**src/rtl/reasm_pkg.sv**
```systemverilog
package reasm_pkg;
  localparam int HDR_W     = 16;
  localparam int LEN_W     = 9;
  localparam int NB_BIT    = 15;  // continuation flag position
  localparam int NE_BIT    = 14;  // more-follows flag position

  // Frame tracker encoding is visible at the port, so keep the values fixed.
  typedef enum logic [1:0] {
    FS_BEGIN  = 2'd0,
    FS_MIDDLE = 2'd1,
    FS_END    = 2'd2
  } frame_st_e;

  typedef enum logic [1:0] {
    PH_HDR_HI,
    PH_HDR_LO,
    PH_DATA,
    PH_SKIP
  } phase_e;

  typedef enum logic [2:0] {
    ACT_PASS,
    ACT_RESTART,
    ACT_BAD_LEN,
    ACT_ORPHAN,
    ACT_OVERSIZE
  } act_e;

  typedef struct packed {
    logic             not_begin;
    logic             not_end;
    logic [LEN_W-1:0] len;
  } hdr_t;
endpackage

```
**src/rtl/reasm_rst_sync.sv**
```systemverilog
module reasm_rst_sync #(
  parameter int STAGES = 2
) (
  input  logic clk,
  input  logic rst_n,
  output logic rst_n_sync
);
  logic [STAGES-1:0] chain_q;

  always_ff @(posedge clk or negedge rst_n) begin
    if (!rst_n) chain_q <= '0;
    else        chain_q <= {chain_q[STAGES-2:0], 1'b1};
  end

  assign rst_n_sync = chain_q[STAGES-1];
endmodule

```
**src/rtl/reasm_classify.sv**
```systemverilog
module reasm_classify
  import reasm_pkg::*;
#(
  parameter int MAX_FRAG  = 280,
  parameter int MAX_FRAME = 1500,
  localparam int ACC_W    = $clog2(MAX_FRAME + 1),
  localparam int TOT_W    = $clog2(MAX_FRAME + (1 << LEN_W) + 1)
) (
  input  logic [HDR_W-1:0] hdr_word,
  input  frame_st_e        fstate,
  input  logic [ACC_W-1:0] acc,
  output hdr_t             hdr,
  output act_e             act,
  output logic [TOT_W-1:0] new_total
);
  localparam logic [LEN_W-1:0] FRAG_LIM  = LEN_W'(MAX_FRAG);
  localparam logic [TOT_W-1:0] FRAME_LIM = TOT_W'(MAX_FRAME);

  logic             bad_len;
  logic [TOT_W-1:0] base;

  always_comb begin
    hdr.not_begin = hdr_word[NB_BIT];
    hdr.not_end   = hdr_word[NE_BIT];
    hdr.len       = hdr_word[LEN_W-1:0];
  end

  always_comb begin
    bad_len   = (hdr.len == '0) || (hdr.len > FRAG_LIM);
    base      = hdr.not_begin ? TOT_W'(acc) : '0;
    new_total = base + TOT_W'(hdr.len);
    if (bad_len)                                act = ACT_BAD_LEN;
    else if (fstate == FS_BEGIN && hdr.not_begin) act = ACT_ORPHAN;
    else if (new_total > FRAME_LIM)             act = ACT_OVERSIZE;
    else if (fstate == FS_MIDDLE && !hdr.not_begin) act = ACT_RESTART;
    else                                        act = ACT_PASS;
  end
endmodule

```
**src/rtl/reasm_track.sv**
```systemverilog
module reasm_track
  import reasm_pkg::*;
#(
  parameter int MAX_FRAG  = 280,
  parameter int MAX_FRAME = 1500,
  localparam int ACC_W    = $clog2(MAX_FRAME + 1),
  localparam int TOT_W    = $clog2(MAX_FRAME + (1 << LEN_W) + 1)
) (
  input  logic             clk,
  input  logic             rst_n,
  input  logic             in_valid,
  input  logic [7:0]       in_data,
  output logic             in_ready,
  output logic             out_valid,
  input  logic             out_ready,
  output logic             out_first,
  output logic             out_last,
  output logic             err,
  output frame_st_e        fstate,
  output logic [ACC_W-1:0] acc,
  output logic [7:0]       hdr_hi,
  input  hdr_t             hdr,
  input  act_e             act,
  input  logic [TOT_W-1:0] new_total
);
  localparam logic [LEN_W-1:0] CNT_ONE = LEN_W'(1);

  phase_e           phase_q, phase_d;
  frame_st_e        fstate_q, fstate_d;
  logic [LEN_W-1:0] cnt_q, cnt_d;
  logic [ACC_W-1:0] acc_q, acc_d;
  logic             first_q, first_d;
  logic             err_q, err_d;
  logic [7:0]       hi_q, hi_d;
  logic             acc_hs;

  assign in_ready  = (phase_q == PH_DATA) ? out_ready : 1'b1;
  assign out_valid = (phase_q == PH_DATA) && in_valid;
  assign out_first = out_valid && first_q;
  assign out_last  = out_valid && (fstate_q == FS_END) && (cnt_q == CNT_ONE);
  assign acc_hs    = in_valid && in_ready;
  assign err       = err_q;
  assign fstate    = fstate_q;
  assign acc       = acc_q;
  assign hdr_hi    = hi_q;

  always_comb begin
    phase_d  = phase_q;
    fstate_d = fstate_q;
    cnt_d    = cnt_q;
    acc_d    = acc_q;
    first_d  = first_q;
    hi_d     = hi_q;
    err_d    = 1'b0;
    if (acc_hs) begin
      unique case (phase_q)
        PH_HDR_HI: begin
          hi_d    = in_data;
          phase_d = PH_HDR_LO;
        end
        PH_HDR_LO: begin
          cnt_d = hdr.len;
          if (act == ACT_PASS || act == ACT_RESTART) begin
            err_d    = (act == ACT_RESTART);
            phase_d  = PH_DATA;
            acc_d    = new_total[ACC_W-1:0];
            fstate_d = hdr.not_end ? FS_MIDDLE : FS_END;
            if (!hdr.not_begin) first_d = 1'b1;
          end else begin
            err_d    = 1'b1;
            fstate_d = FS_BEGIN;
            acc_d    = '0;
            first_d  = 1'b0;
            phase_d  = (hdr.len == '0) ? PH_HDR_HI : PH_SKIP;
          end
        end
        PH_DATA: begin
          cnt_d   = cnt_q - 1'b1;
          first_d = 1'b0;
          if (cnt_q == CNT_ONE) begin
            phase_d = PH_HDR_HI;
            if (fstate_q == FS_END) begin
              fstate_d = FS_BEGIN;
              acc_d    = '0;
            end
          end
        end
        PH_SKIP: begin
          cnt_d = cnt_q - 1'b1;
          if (cnt_q == CNT_ONE) phase_d = PH_HDR_HI;
        end
        default: phase_d = PH_HDR_HI;
      endcase
    end
  end

  always_ff @(posedge clk or negedge rst_n) begin
    if (!rst_n) begin
      phase_q  <= PH_HDR_HI;
      fstate_q <= FS_BEGIN;
      cnt_q    <= '0;
      acc_q    <= '0;
      first_q  <= 1'b0;
      err_q    <= 1'b0;
      hi_q     <= '0;
    end else begin
      phase_q  <= phase_d;
      fstate_q <= fstate_d;
      cnt_q    <= cnt_d;
      acc_q    <= acc_d;
      first_q  <= first_d;
      err_q    <= err_d;
      hi_q     <= hi_d;
    end
  end

  // tracker never reaches the unused code
  assert_state_legal_R2: assert property (@(posedge clk) disable iff (!rst_n)
    fstate_q != 2'd3);

  // a taken closing byte leaves the tracker idle
  assert_close_idle_R2: assert property (@(posedge clk) disable iff (!rst_n)
    (out_last && out_ready) |=> (fstate_q == FS_BEGIN));

  // the error flag never stretches over two cycles
  assert_err_pulse_R10: assert property (@(posedge clk) disable iff (!rst_n)
    err_q |=> !err_q);

  // the error flag only follows a completed header
  assert_err_origin_R10: assert property (@(posedge clk) disable iff (!rst_n)
    err_q |-> $past(phase_q == PH_HDR_LO && acc_hs));

  // an error while payload flows can only be a frame cut-in, so a start is pending
  assert_restart_first_R8: assert property (@(posedge clk) disable iff (!rst_n)
    (err_q && phase_q == PH_DATA) |-> first_q);

  // a malformed length is flagged and closes the frame
  assert_bad_len_R6: assert property (@(posedge clk) disable iff (!rst_n)
    (phase_q == PH_HDR_LO && acc_hs && act == ACT_BAD_LEN) |=> (err_q && fstate_q == FS_BEGIN));

  // accumulated length stays within the frame limit
  assert_acc_bound_R9: assert property (@(posedge clk) disable iff (!rst_n)
    acc_q <= ACC_W'(MAX_FRAME));
endmodule

```
**src/rtl/frag_reassembler.sv**
```systemverilog
module frag_reassembler
  import reasm_pkg::*;
#(
  parameter int MAX_FRAG   = 280,
  parameter int MAX_FRAME  = 1500,
  parameter int RST_STAGES = 2
) (
  input  logic       clk,
  input  logic       rst_n,
  input  logic       in_valid,
  output logic       in_ready,
  input  logic [7:0] in_data,
  output logic       out_valid,
  input  logic       out_ready,
  output logic [7:0] out_data,
  output logic       out_first,
  output logic       out_last,
  output logic       frame_err,
  output logic [1:0] frame_state
);
  localparam int ACC_W = $clog2(MAX_FRAME + 1);
  localparam int TOT_W = $clog2(MAX_FRAME + (1 << LEN_W) + 1);

  logic             rst_n_sync;
  frame_st_e        fstate;
  logic [ACC_W-1:0] acc;
  logic [7:0]       hdr_hi;
  hdr_t             hdr;
  act_e             act;
  logic [TOT_W-1:0] new_total;

  reasm_rst_sync #(.STAGES(RST_STAGES)) i_rst (
    .clk        (clk),
    .rst_n      (rst_n),
    .rst_n_sync (rst_n_sync)
  );

  reasm_classify #(.MAX_FRAG(MAX_FRAG), .MAX_FRAME(MAX_FRAME)) i_cls (
    .hdr_word  ({hdr_hi, in_data}),
    .fstate    (fstate),
    .acc       (acc),
    .hdr       (hdr),
    .act       (act),
    .new_total (new_total)
  );

  reasm_track #(.MAX_FRAG(MAX_FRAG), .MAX_FRAME(MAX_FRAME)) i_trk (
    .clk       (clk),
    .rst_n     (rst_n_sync),
    .in_valid  (in_valid),
    .in_data   (in_data),
    .in_ready  (in_ready),
    .out_valid (out_valid),
    .out_ready (out_ready),
    .out_first (out_first),
    .out_last  (out_last),
    .err       (frame_err),
    .fstate    (fstate),
    .acc       (acc),
    .hdr_hi    (hdr_hi),
    .hdr       (hdr),
    .act       (act),
    .new_total (new_total)
  );

  assign out_data    = in_data;
  assign frame_state = fstate;
endmodule

```
**config.mk**
```make
export PLATFORM = sky130hd
export DESIGN_NAME = frag_reassembler
export DESIGN_NICKNAME = d
export VERILOG_FILES = /design/src/rtl/reasm_pkg.sv /design/src/rtl/reasm_rst_sync.sv /design/src/rtl/reasm_classify.sv /design/src/rtl/reasm_track.sv /design/src/rtl/frag_reassembler.sv
export SDC_FILE = /design/constraint.sdc
export NUM_CORES = 1
export LEC_CHECK = 0
export ABC_AREA = 1
export ABC_CLOCK_PERIOD_IN_PS = 1100
export BUFFER_PORTS_ARGS = -buffer_cell sky130_fd_sc_hd__buf_2
export CAP_MARGIN = 15
export CELL_PAD_IN_SITES_DETAIL_PLACEMENT = 0
export CELL_PAD_IN_SITES_GLOBAL_PLACEMENT = 1
export CORE_UTILIZATION = 39
export CTS_BUF_LIST = sky130_fd_sc_hd__clkbuf_4 sky130_fd_sc_hd__clkbuf_8
export DETAILED_ROUTE_END_ITERATION = 16
export PLACE_DENSITY = 0.8
export SLEW_MARGIN = 20
export SYNTH_ARGS = -nofsm -noshare
export SYNTH_HDL_FRONTEND = slang
export SYNTH_SLANG_ARGS = --single-unit
```
**constraint.sdc**
```tcl
create_clock -name clk -period 1.1 [get_ports clk]
set_input_delay 0.11 -clock clk [delete_from_list [all_inputs] [get_ports clk]]
set_output_delay 0.11 -clock clk [all_outputs]
set_load 0.01 [all_outputs]
```
Word-level counts from Yosys, hierarchy flattened --
Index checks and enable logic that the tools add are counted.
Operators by class: add/subtract/negate cells 2, multiplexer cells 26, order comparisons 2, equality and inequality tests 11, reductions and logical operators 22
Operators with widths (count):
- 11-bit 2-to-1 mux | 4
- 11-bit one-hot mux with 2 select lines | 1
- 9-bit one-hot mux with 2 select lines | 1
- 2-bit 2-to-1 mux | 7
- 11-bit by 9-bit adder with 11-bit output | 1
- 11-bit > comparator (second input constant) | 1
- 9-bit by 1-bit == test with 1-bit output (second input constant) | 1
- 9-bit > comparator (second input constant) | 1
- 9-bit zero test | 1
- 3-bit 2-to-1 mux | 3
- 9-bit by 1-bit subtractor with 9-bit output (second input constant) | 1
- 1-bit logical AND | 7
- 1-bit 2-to-1 mux | 7
- 2-bit == test (second input constant) | 3
- 2-bit one-hot mux with 3 select lines | 1
- 2-bit AND reduction | 3
- 2-bit by 1-bit == test with 1-bit output (second input constant) | 2
- 2-bit zero test | 2
- 2-bit inequality test (second input constant) | 2
- 2-bit one-hot mux with 2 select lines | 1
- 4-bit AND reduction | 1
- 2-bit nonzero test | 2
- 3-bit by 1-bit == test with 1-bit output (second input constant) | 1
- 3-bit zero test | 1
- other kinds (7) | 8
Word-level totals: logic and storage cells 71, input bits 12, register bits 36

Depth between registers and ports, before layout --
Gate-level depths: netlist of the first run.
word-level depth 11, mapped depth 19

By module --
From an unflattened synthesis of the first run, not the netlist that was laid out.
Unflattened totals: cell total of the unflattened synthesis 460, area, all modules 2982.9 µm²
Modules (own cells, without submodules):
- reasm_track | seq. area each 850.8 µm², area each 2003.2 µm², cells an instance 279, instances 1
- reasm_classify | seq. area each 0.0 µm², area each 865.8 µm², cells an instance 170, instances 1
- frag_reassembler | seq. area each 0.0 µm², area each 60.1 µm², cells an instance 8, instances 1
- reasm_rst_sync | seq. area each 50.0 µm², area each 53.8 µm², cells an instance 3, instances 1

Worst setup path after synthesis of the first run --
No wires, ideal clock.
kind register to register, from register i_trk.hi_q[7] (netlist: i_trk.hdr_hi[7]), to register i_trk.fstate_q[1] (netlist: i_trk.fstate[1]), arrival time 2.369 ns, library setup time 0.073 ns, clock period less this slack 2.442 ns, path slack -1.342 ns, cell stages (with the launch flop) 18, required time 1.027 ns, cells stage by stage dfrtp_1 > clkbuf_1 > nand2_1 > inv_1 > ha_1 > fa_1 > nand3_1 > nand3_1 > nand2_1 > nand3_1 > nand2_1 > inv_1 > nand4_1 > nand2_1 > a21oi_2 > nand2_2 > buf_6 > a21oi_2
On the way: longest elaborated chain between the ends 10, elaborated cells on any way between the ends 15, classes of those cells add/sub (1); order compare (1); eq/ne (1); mux (7); reduce/logical (5)
RTL lines:
- from (decl) | RTL line reasm_track.sv:34 | logic [7:0] hi_q, hi_d;
- from (signal assigned) | RTL line reasm_track.sv:113 | hi_q <= hi_d;
- 11-bit 2-to-1 mux or 1-bit zero test (tied branches)
- 11-bit by 9-bit adder with 11-bit output or 1-bit logical AND (tied branches) | RTL line reasm_classify.sv:31, reasm_classify.sv:35
- 11-bit > comparator or 1-bit 2-to-1 mux (tied branches) | RTL line reasm_classify.sv:34, reasm_classify.sv:35
- 3-bit 2-to-1 mux | RTL line reasm_classify.sv:34 | else if (new_total > FRAME_LIM) act = ACT_OVERSIZE;
- 3-bit 2-to-1 mux * | RTL line reasm_classify.sv:33 | else if (fstate == FS_BEGIN && hdr.not_begin) act = ACT_ORPHAN;
- 3-bit 2-to-1 mux * | RTL line reasm_classify.sv:32 | if (bad_len) act = ACT_BAD_LEN;
- 3-bit by 1-bit == test with 1-bit output or 3-bit zero test (tied branches) | RTL line reasm_track.sv:63 | if (act == ACT_PASS || act == ACT_RESTART) begin
- 1-bit logical OR * | RTL line reasm_track.sv:63
- 2-bit 2-to-1 mux * | RTL line reasm_track.sv:63
- 2-bit one-hot mux with 2 select lines * | RTL line reasm_track.sv:56 | unique case (phase_q)
- to (signal assigned) | RTL line reasm_track.sv:108 | fstate_q <= fstate_d;
- to (decl) | RTL line reasm_track.sv:29 | frame_st_e fstate_q, fstate_d;
Mark *: on every way between the ends. The rest lies on a longest branch, timed or not. A chain may end at the register's enable or synchronous reset.

Final worst setup path of the first run --
from register i_trk.hi_q[7] (netlist: i_trk.hdr_hi[7]), to register i_trk.acc_q[8] (netlist: i_trk.acc[8])
On the way: longest elaborated chain between the ends 10, elaborated cells on any way between the ends 15, classes of those cells add/sub (1); order compare (1); eq/ne (1); mux (7); reduce/logical (5)
RTL lines:
- 11-bit 2-to-1 mux or 1-bit zero test (tied branches)
- 11-bit by 9-bit adder with 11-bit output or 1-bit logical AND (tied branches) | RTL line reasm_classify.sv:31, reasm_classify.sv:35
- 11-bit > comparator or 1-bit 2-to-1 mux (tied branches) | RTL line reasm_classify.sv:34, reasm_classify.sv:35
- 3-bit 2-to-1 mux | RTL line reasm_classify.sv:34
- 3-bit 2-to-1 mux | RTL line reasm_classify.sv:33
- 3-bit 2-to-1 mux | RTL line reasm_classify.sv:32
- 3-bit by 1-bit == test with 1-bit output or 3-bit zero test (tied branches) | RTL line reasm_track.sv:63
- 1-bit logical OR | RTL line reasm_track.sv:63
- 11-bit 2-to-1 mux * | RTL line reasm_track.sv:63
- 11-bit one-hot mux with 2 select lines * | RTL line reasm_track.sv:56
- to (decl) | RTL line reasm_track.sv:31 | logic [ACC_W-1:0] acc_q, acc_d;
Marks and branches as above.

==> results of run 1 <==
[power by group]
group          total [mW]  switching (mW)  internal (mW)  leakage (nW)
Clock               0.935           0.444          0.491        0.0470
Combinational        6.92            3.61           3.31          1.63
Sequential           1.93           0.331           1.60         0.388
Total                9.79            4.39           5.40          2.06
[per-layer routing]
metal  vias up  share of wire [%]  wire (um)
met5         -                  0          0
li1       1318                  -          -
met1      1297                 43       3220
met4         0                1.4        107
met3        12                2.0        148
met2        47                 54       4060
[cell families (layout without fill, tap and decap cells)]
family	Yosys count	count (layout)
flops	31	31
mux	3	3
simple gates	164	165
xor+xnor	4	4
fa+ha+maj	16	16
other cells	1	1
buf+inv	74	188
compound gates	53	53
[metrics by stage]
step,TNS (ns),hold WS (ns),util [%],instance area [um^2],setup slack (ns)
finish,-29.08,0.136,65.3,3870,-1.30
global route,-32.35,0.142,65.3,3870,-1.44
CTS,-27.06,0.134,60.3,3570,-1.24
detailed placement,-28.96,-0.0981,53.2,3150,-1.48
global placement,-27.73,-0.105,53.2,3150,-1.37
floorplan,-24.81,-0.186,-,2490,-1.22
[repair_timing]
| item | in CTS | in global routing |
|---|---|---|
| setup endpoints to repair | 33 | 33 |
| pin swaps | 14 | 14 |
| resized for setup | 52 | 61 |
| hold buffers | 1 | 0 |
| buffers inserted | 16 | 9 |
| gates cloned | 1 | 0 |
| hold endpoints to repair | 2 | 0 |
[state kept, by name, indices dropped and copies added (netlist names)]
name           cells
i_trk.hdr_hi       3
i_trk.fstate       2
i_trk.err          1
i_trk.cnt_q        9
i_trk.acc         11
i_trk.phase_q      2
i_rst.chain_q      2
i_trk.first_q      1
[final cells by class]
cell class,instances,area (um^2),share of cell area (%)
multi-input combinational,242,1740,45.0
timing repair buffer,122,937,24.2
sequential,31,777,20.1
inverter,59,234,6.05
tap,75,93.8,2.43
clock buffer,6,82.6,2.13
clock inverter,1,5.00,0.129
[synth_stat cells (3+ instances only)]
library cell / n
a21oi_1: 11
a21oi_2: 4
buf_4: 8
clkbuf_1: 4
dfrtp_1: 31
ha_1: 15
inv_1: 57
nand2_1: 102
nand2_2: 4
nand3_1: 18
nand4_1: 4
nor2_1: 26
nor3_1: 5
o21ai_0: 18
o21ai_2: 10
xnor2_1: 3
[worst paths after layout]
check	startpoint	to
setup / recovery	i_trk.hdr_hi[7]	i_trk.acc[8]
hold reg to reg	i_rst.chain_q[1]	i_trk.phase_q[0]
hold / removal	rst_n	i_rst.chain_q[1]
max in group asynchronous	i_rst.chain_q[1]	i_trk.hdr_hi[7]
min in group clk	in_data[0]	i_trk.hdr_hi[0]
setup reg to reg	i_trk.hdr_hi[7]	i_trk.acc[8]
==> metrics.cfg, run 1 <==
[synth]
ys_warn_count=0
synth-edff-count=0
synth_top_family_by_area=simple AND/OR/NAND/NOR gates
yosys-top-cells-area=dfrtp_1, nand2_1, inv_1, ha_1, nor2_1
syn_area_per_cell_um2=6.91
syn_nets=374
synth-async-reset-ratio_pct=100
synth_compound_gate_area_share_pct=14.0
yosysSeqAreaShare_pct=32.5
synthXorXnorAreaFrac_pct=1.47
syn-instance-count=346
synth_seq_cells=31
yosysUniqueCellTypes=35
synth_area_mm2=0.00239
synth_flop_cell=dfrtp_1
yosys.area_share.simple_pct=28.6
yosysTopAreaCellShare_pct=32.5
synth.area.mux_share_pct=1.36
synthAdderAreaFrac_pct=8.69
yosys.area.top_type=dfrtp_1

[placed_design]
dp_hpwl_um=5230
place_inst=504
portBuffers=26
gp_congestion=0.880

[power]
p_leak_nw=2.06
ir_drop_v=0.00144
p_total_mw=9.79
pwr_density_cell_mw_per_mm2=2530

[floorplan]
dieWidth_um=80.3
start_util_pct=40.4
rows=28
coreArea_mm2=0.00592
design.die.area_mm2=0.00644
die_h_um=80.3
ioPinCount=27

[detailed_routing]
antenna_left=0
first_iter_violations=103
drc=1
first_pass_iters=10
vias=2674
totalWireLength_um=7540
vias_per_cell=4.99
wire_per_inst_um=14.1

[setup_path]
crit_fanout=8
cp.arrival_ns=2.61
crit_path_end_kind=flop
critPathBufInv=2
path_depth=15
path_cells=nand2_2, inv_2, ha_4, fa_2, nand3_4, nand3_4, nand2_2, nand3_2, nand2_2, inv_2, nand4_1, nand2_2, a21oi_4, nand2_4, o21ai_2
reg2reg_slack_ns=-1.30
rr_worst_depth=15
cpMaxStageDelayCell=dfrtp_2
criticalPathCategory=flop to flop
max_stage_delay_ns=0.46
cp_common_cell=nand2_2
path_delay_family=simple AND/OR/NAND/NOR gates
cp.required_ns=1.31
startpoint_type=flop

[layout]
fill_cells=514
design.final.nets=489
area_growth_pct=61.9
n_antenna_cell=0
layout_commonest_cell=nand2_1
mostFrequentLayoutCells=nand2_1, buf_4, inv_1, dfrtp_1, buf_2
final_cells=536
drive_gt1_share_pct=50.8

[global_route]
antenna_found_initial=0
busiest_layer=met2
grt_pass1_wl_um=11600
grt_max_degree=30
grt_use_met3_pct=2.84
grt.overflow.total=0
grt_use_total_pct=23.6
use_met1_pct=30.6
use_met2_pct=42.0
grt_pass1_vias=2450

[timing]
skew_ns=0.0109
maxSlewViolCount=0
fin_crit_sh_pct=218
hold_viol_final=0
post-route-min-period_ns=2.40
timing.fmax_mhz=416
rsz0062_at_grt=true
setup_viol=33
timing.final.ws_setup_ns=-1.30

[min_path]
hp-class=input pin to asynchronous set/reset pin

[clock_network]
cts_buffer_depth=2
clk_pin_slew_ns=0.07
root_buffer=clkbuf_8
numCtsBuffers=5
htreeDepth=2
clk_latency_ns=0.28
tritoncts=done
clkSinkCount=31

[flow_run]
maxCapViolations=0

[status]
status=finished, violations left
violations=design-rule violations, negative setup slack

Note: power is estimated with default switching activity, not from simulation.
==> inputs of run 2 (changes only) <==
--- a/config.mk
+++ b/config.mk
@@ -11,11 +11,12 @@
 export CAP_MARGIN = 15
 export CELL_PAD_IN_SITES_DETAIL_PLACEMENT = 0
 export CELL_PAD_IN_SITES_GLOBAL_PLACEMENT = 1
-export CORE_UTILIZATION = 39
+export CORE_UTILIZATION = 40
 export CTS_BUF_LIST = sky130_fd_sc_hd__clkbuf_4 sky130_fd_sc_hd__clkbuf_8
 export DETAILED_ROUTE_END_ITERATION = 16
-export PLACE_DENSITY = 0.8
+export PLACE_DENSITY = 0.81
 export SLEW_MARGIN = 20
 export SYNTH_ARGS = -nofsm -noshare
 export SYNTH_HDL_FRONTEND = slang
+export SYNTH_HIERARCHICAL = 1
 export SYNTH_SLANG_ARGS = --single-unit
==> run 2 against run 1 <==
Effect of this change:
- the flow finishes with violations (negative setup slack)
- worst setup slack worse by 0.14 ns
- sequential share of layout area is 1.7 points lower
- register-to-register slack worse by 0.14 ns
- largest cell class unchanged
==> metrics.cfg, run 2 <==
[global_route]
grt.overflow.total=0  ; unchanged
grt_max_degree=30  ; unchanged
grt_pass1_wl_um=13700  ; +18%
grt_pass1_vias=2939  ; +20%
grt_use_total_pct=24.1  ; +0.52 points
antenna_found_initial=0  ; unchanged

[synth]
ys_warn_count=6  ; +6
syn-instance-count=440  ; +27%
syn_area_per_cell_um2=6.35  ; -8.0%
syn_nets=469  ; +25%
synth_area_mm2=0.00280  ; +17%

[layout]
fill_cells=606  ; +18%
layout_commonest_cell=nand2_1
design_area_mm2=0.00422  ; +9.2%
drive_gt1_share_pct=44.2  ; -6.5 points
design.final.nets=573  ; +17%
n_antenna_cell=0  ; unchanged
mostFrequentLayoutCells=nand2_1, buf_4, inv_1, dfrtp_1, nand2_2
area_growth_pct=51.1
post-route-util_pct=62.5  ; -2.8 points
largest_register_ffs=11  ; unchanged

[detailed_routing]
drc=0  ; -1
first_pass_iters=4  ; -6
antenna_left=0  ; unchanged
totalWireLength_um=8260  ; +9.6%
vias_per_cell=4.86  ; -2.7%
vias=3035  ; +14%
first_iter_violations=156  ; +51%
wire_per_inst_um=13.2  ; -6.0%

[floorplan]
rows=30  ; +7.1%
ioPinCount=27  ; unchanged
dieWidth_um=85.6  ; +6.6%
coreArea_mm2=0.00676  ; +14%
start_util_pct=41.4  ; +1.0 points
die_h_um=85.6  ; +6.6%
design.die.area_mm2=0.00733  ; +14%

[setup_path]
critPathBufInv=4  ; +2
crit_fanout=7  ; -1
reg2reg_to=i_trk/acc[9]
startpoint_type=flop
cp_common_cell=nand2_1
cpMaxStageDelayCell=dfrtp_1
path_cells=nand2_1, inv_1, ha_2, inv_2, fa_2, inv_2, nand2_2, nand2_4, nand2_2, nand2_2, nand2_2, nand3_2, nand2_1, nand4_1, nand2_1, nand2_1, nor2_2, nor2_4, buf_12, nand2_8, nor2_4, nand4_1, nand2_1
reg2reg_slack_ns=-1.44  ; -0.14 ns
cp.required_ns=1.33  ; +0.02 ns
r2r-start=i_trk/hdr_hi[7]
cp.arrival_ns=2.78  ; +0.17 ns
criticalPathCategory=flop to flop
path_delay_family=simple AND/OR/NAND/NOR gates
rr_worst_depth=23  ; +8
max_stage_delay_ns=0.40  ; -0.06 ns
crit_path_end_kind=flop

[timing]
timing.final.ws_setup_ns=-1.44  ; -0.142 ns
post-route-min-period_ns=2.54  ; +0.142 ns
fin_crit_sh_pct=231  ; +13 points
timing.fmax_mhz=393  ; -5.6%
skew_ns=0.00275  ; -0.00813 ns
maxSlewViolCount=0  ; unchanged
setup_viol=33  ; unchanged
hold_viol_final=0  ; unchanged
rsz0062_at_grt=true
hold-worst-slack_ns=0.122  ; -0.0139 ns

[status]
status=finished, violations left
violations=negative setup slack

[clock_network]
numCtsBuffers=5  ; unchanged
root_buffer=clkbuf_8
tritoncts=done
cts_buffer_depth=2  ; unchanged
htreeDepth=2  ; unchanged
clk_pin_slew_ns=0.07  ; about the same
clkSinkCount=31  ; unchanged
clk_latency_ns=0.29  ; about the same

[min_path]
hp-class=input pin to asynchronous set/reset pin

[placed_design]
gp_congestion=0.879  ; about the same
placed_area_mm2=0.00351  ; +12%
dp_hpwl_um=5890  ; +13%
portBuffers=26  ; unchanged

[power]
ir_drop_v=0.00141  ; -2.5%
p_leak_nw=2.28  ; +11%
pwr_density_cell_mw_per_mm2=2440  ; -3.7%

[flow_run]
maxCapViolations=0  ; unchanged

run 2: cell types whose count changed in the layout (fill, tap and decap cells not counted), moves of 4 or more:
cell     delta
a21oi_2     -6
inv_1      +15
nand2_1    +41
nand2_2     +9
nand3_1    +10
nand3_2     +4
nand4_1    +12
nor2_1      +4
nor2_2     +10
nor2_4      +7
o21ai_2    -11
run 2: worst reg2reg max path: stages, from the launching register on:
cell and delay [ns]:
dfrtp_1 0.40, nand2_1 0.06, inv_1 0.06, ha_2 0.18, inv_2 0.04, fa_2 0.34, inv_2 0.07, nand2_2 0.07
nand2_4 0.08, nand2_2 0.05, nand2_2 0.06, nand2_2 0.06, nand3_2 0.05, nand2_1 0.05, nand4_1 0.08, nand2_1 0.06
nand2_1 0.07, nor2_2 0.05, nor2_4 0.19, buf_12 0.14, nand2_8 0.07, nor2_4 0.08, nand4_1 0.09, nand2_1 0.07
run 2: worst max path at each step:
stage	slack (ns)	end	start	cells past startpoint
floorplan	-1.45	i_trk/acc[3]	i_trk/hdr_hi[7]	24
global placement	-1.44	i_trk/fstate[1]	i_trk/hdr_hi[7]	18
detailed placement	-1.48	i_trk/acc[10]	i_trk/hdr_hi[7]	20
CTS	-1.41	i_trk/phase_q[1]	i_trk/hdr_hi[7]	22
global route	-1.64	i_trk/acc[9]	i_trk/hdr_hi[7]	23
finish	-1.44	i_trk/acc[9]	i_trk/hdr_hi[7]	23
run 2: through the flow:
stage                     total power [mW]  instances  setup WS [ns]  TNS (ns)
final                                 10.3        625          -1.44    -29.21
after global routing                  11.2        625          -1.64    -33.41
after CTS                             9.69        623          -1.41    -28.10
after detailed placement              7.35        598          -1.48    -27.78
after global placement                7.29        598          -1.44    -27.10
after floorplan                       5.30        440          -1.45    -25.46
run 2: final cells by class:
type,count,area (um^2),area share [%]
Tap cell,80,100,2.37
Inverter,73,307,7.26
Clock buffer,6,82.6,1.96
Timing Repair Buffer,123,956,22.6
Clock inverter,2,35.0,0.830
Multi-Input combinational cell,310,1970,46.6
Sequential cell,31,776,18.4
run 2: layer usage:
metal	vias to the layer above	wire, um	share of wire (%)	track usage (%)
li1	1564	-	-	-
met1	1419	3770	46	31.2
met2	40	4130	50	41.8
met3	12	267	3.2	4.14
met4	0	94	1.1	5.76
met5	-	0	0	0
run 2: where the power goes:
part	switching [mW]	internal, mW
clock	0.479	0.733
combinational	3.86	3.33
sequential	0.307	1.59
total	4.64	5.65
run 2: timing repair:
item                       in CTS  in global routing
hold buffers                    1                  0
hold endpoints to repair        2                  0
setup endpoints to repair      33                 34
pin swaps                      29                 36
cloned                          2                  0
buffers inserted               14                  3
resized for setup              58                 54
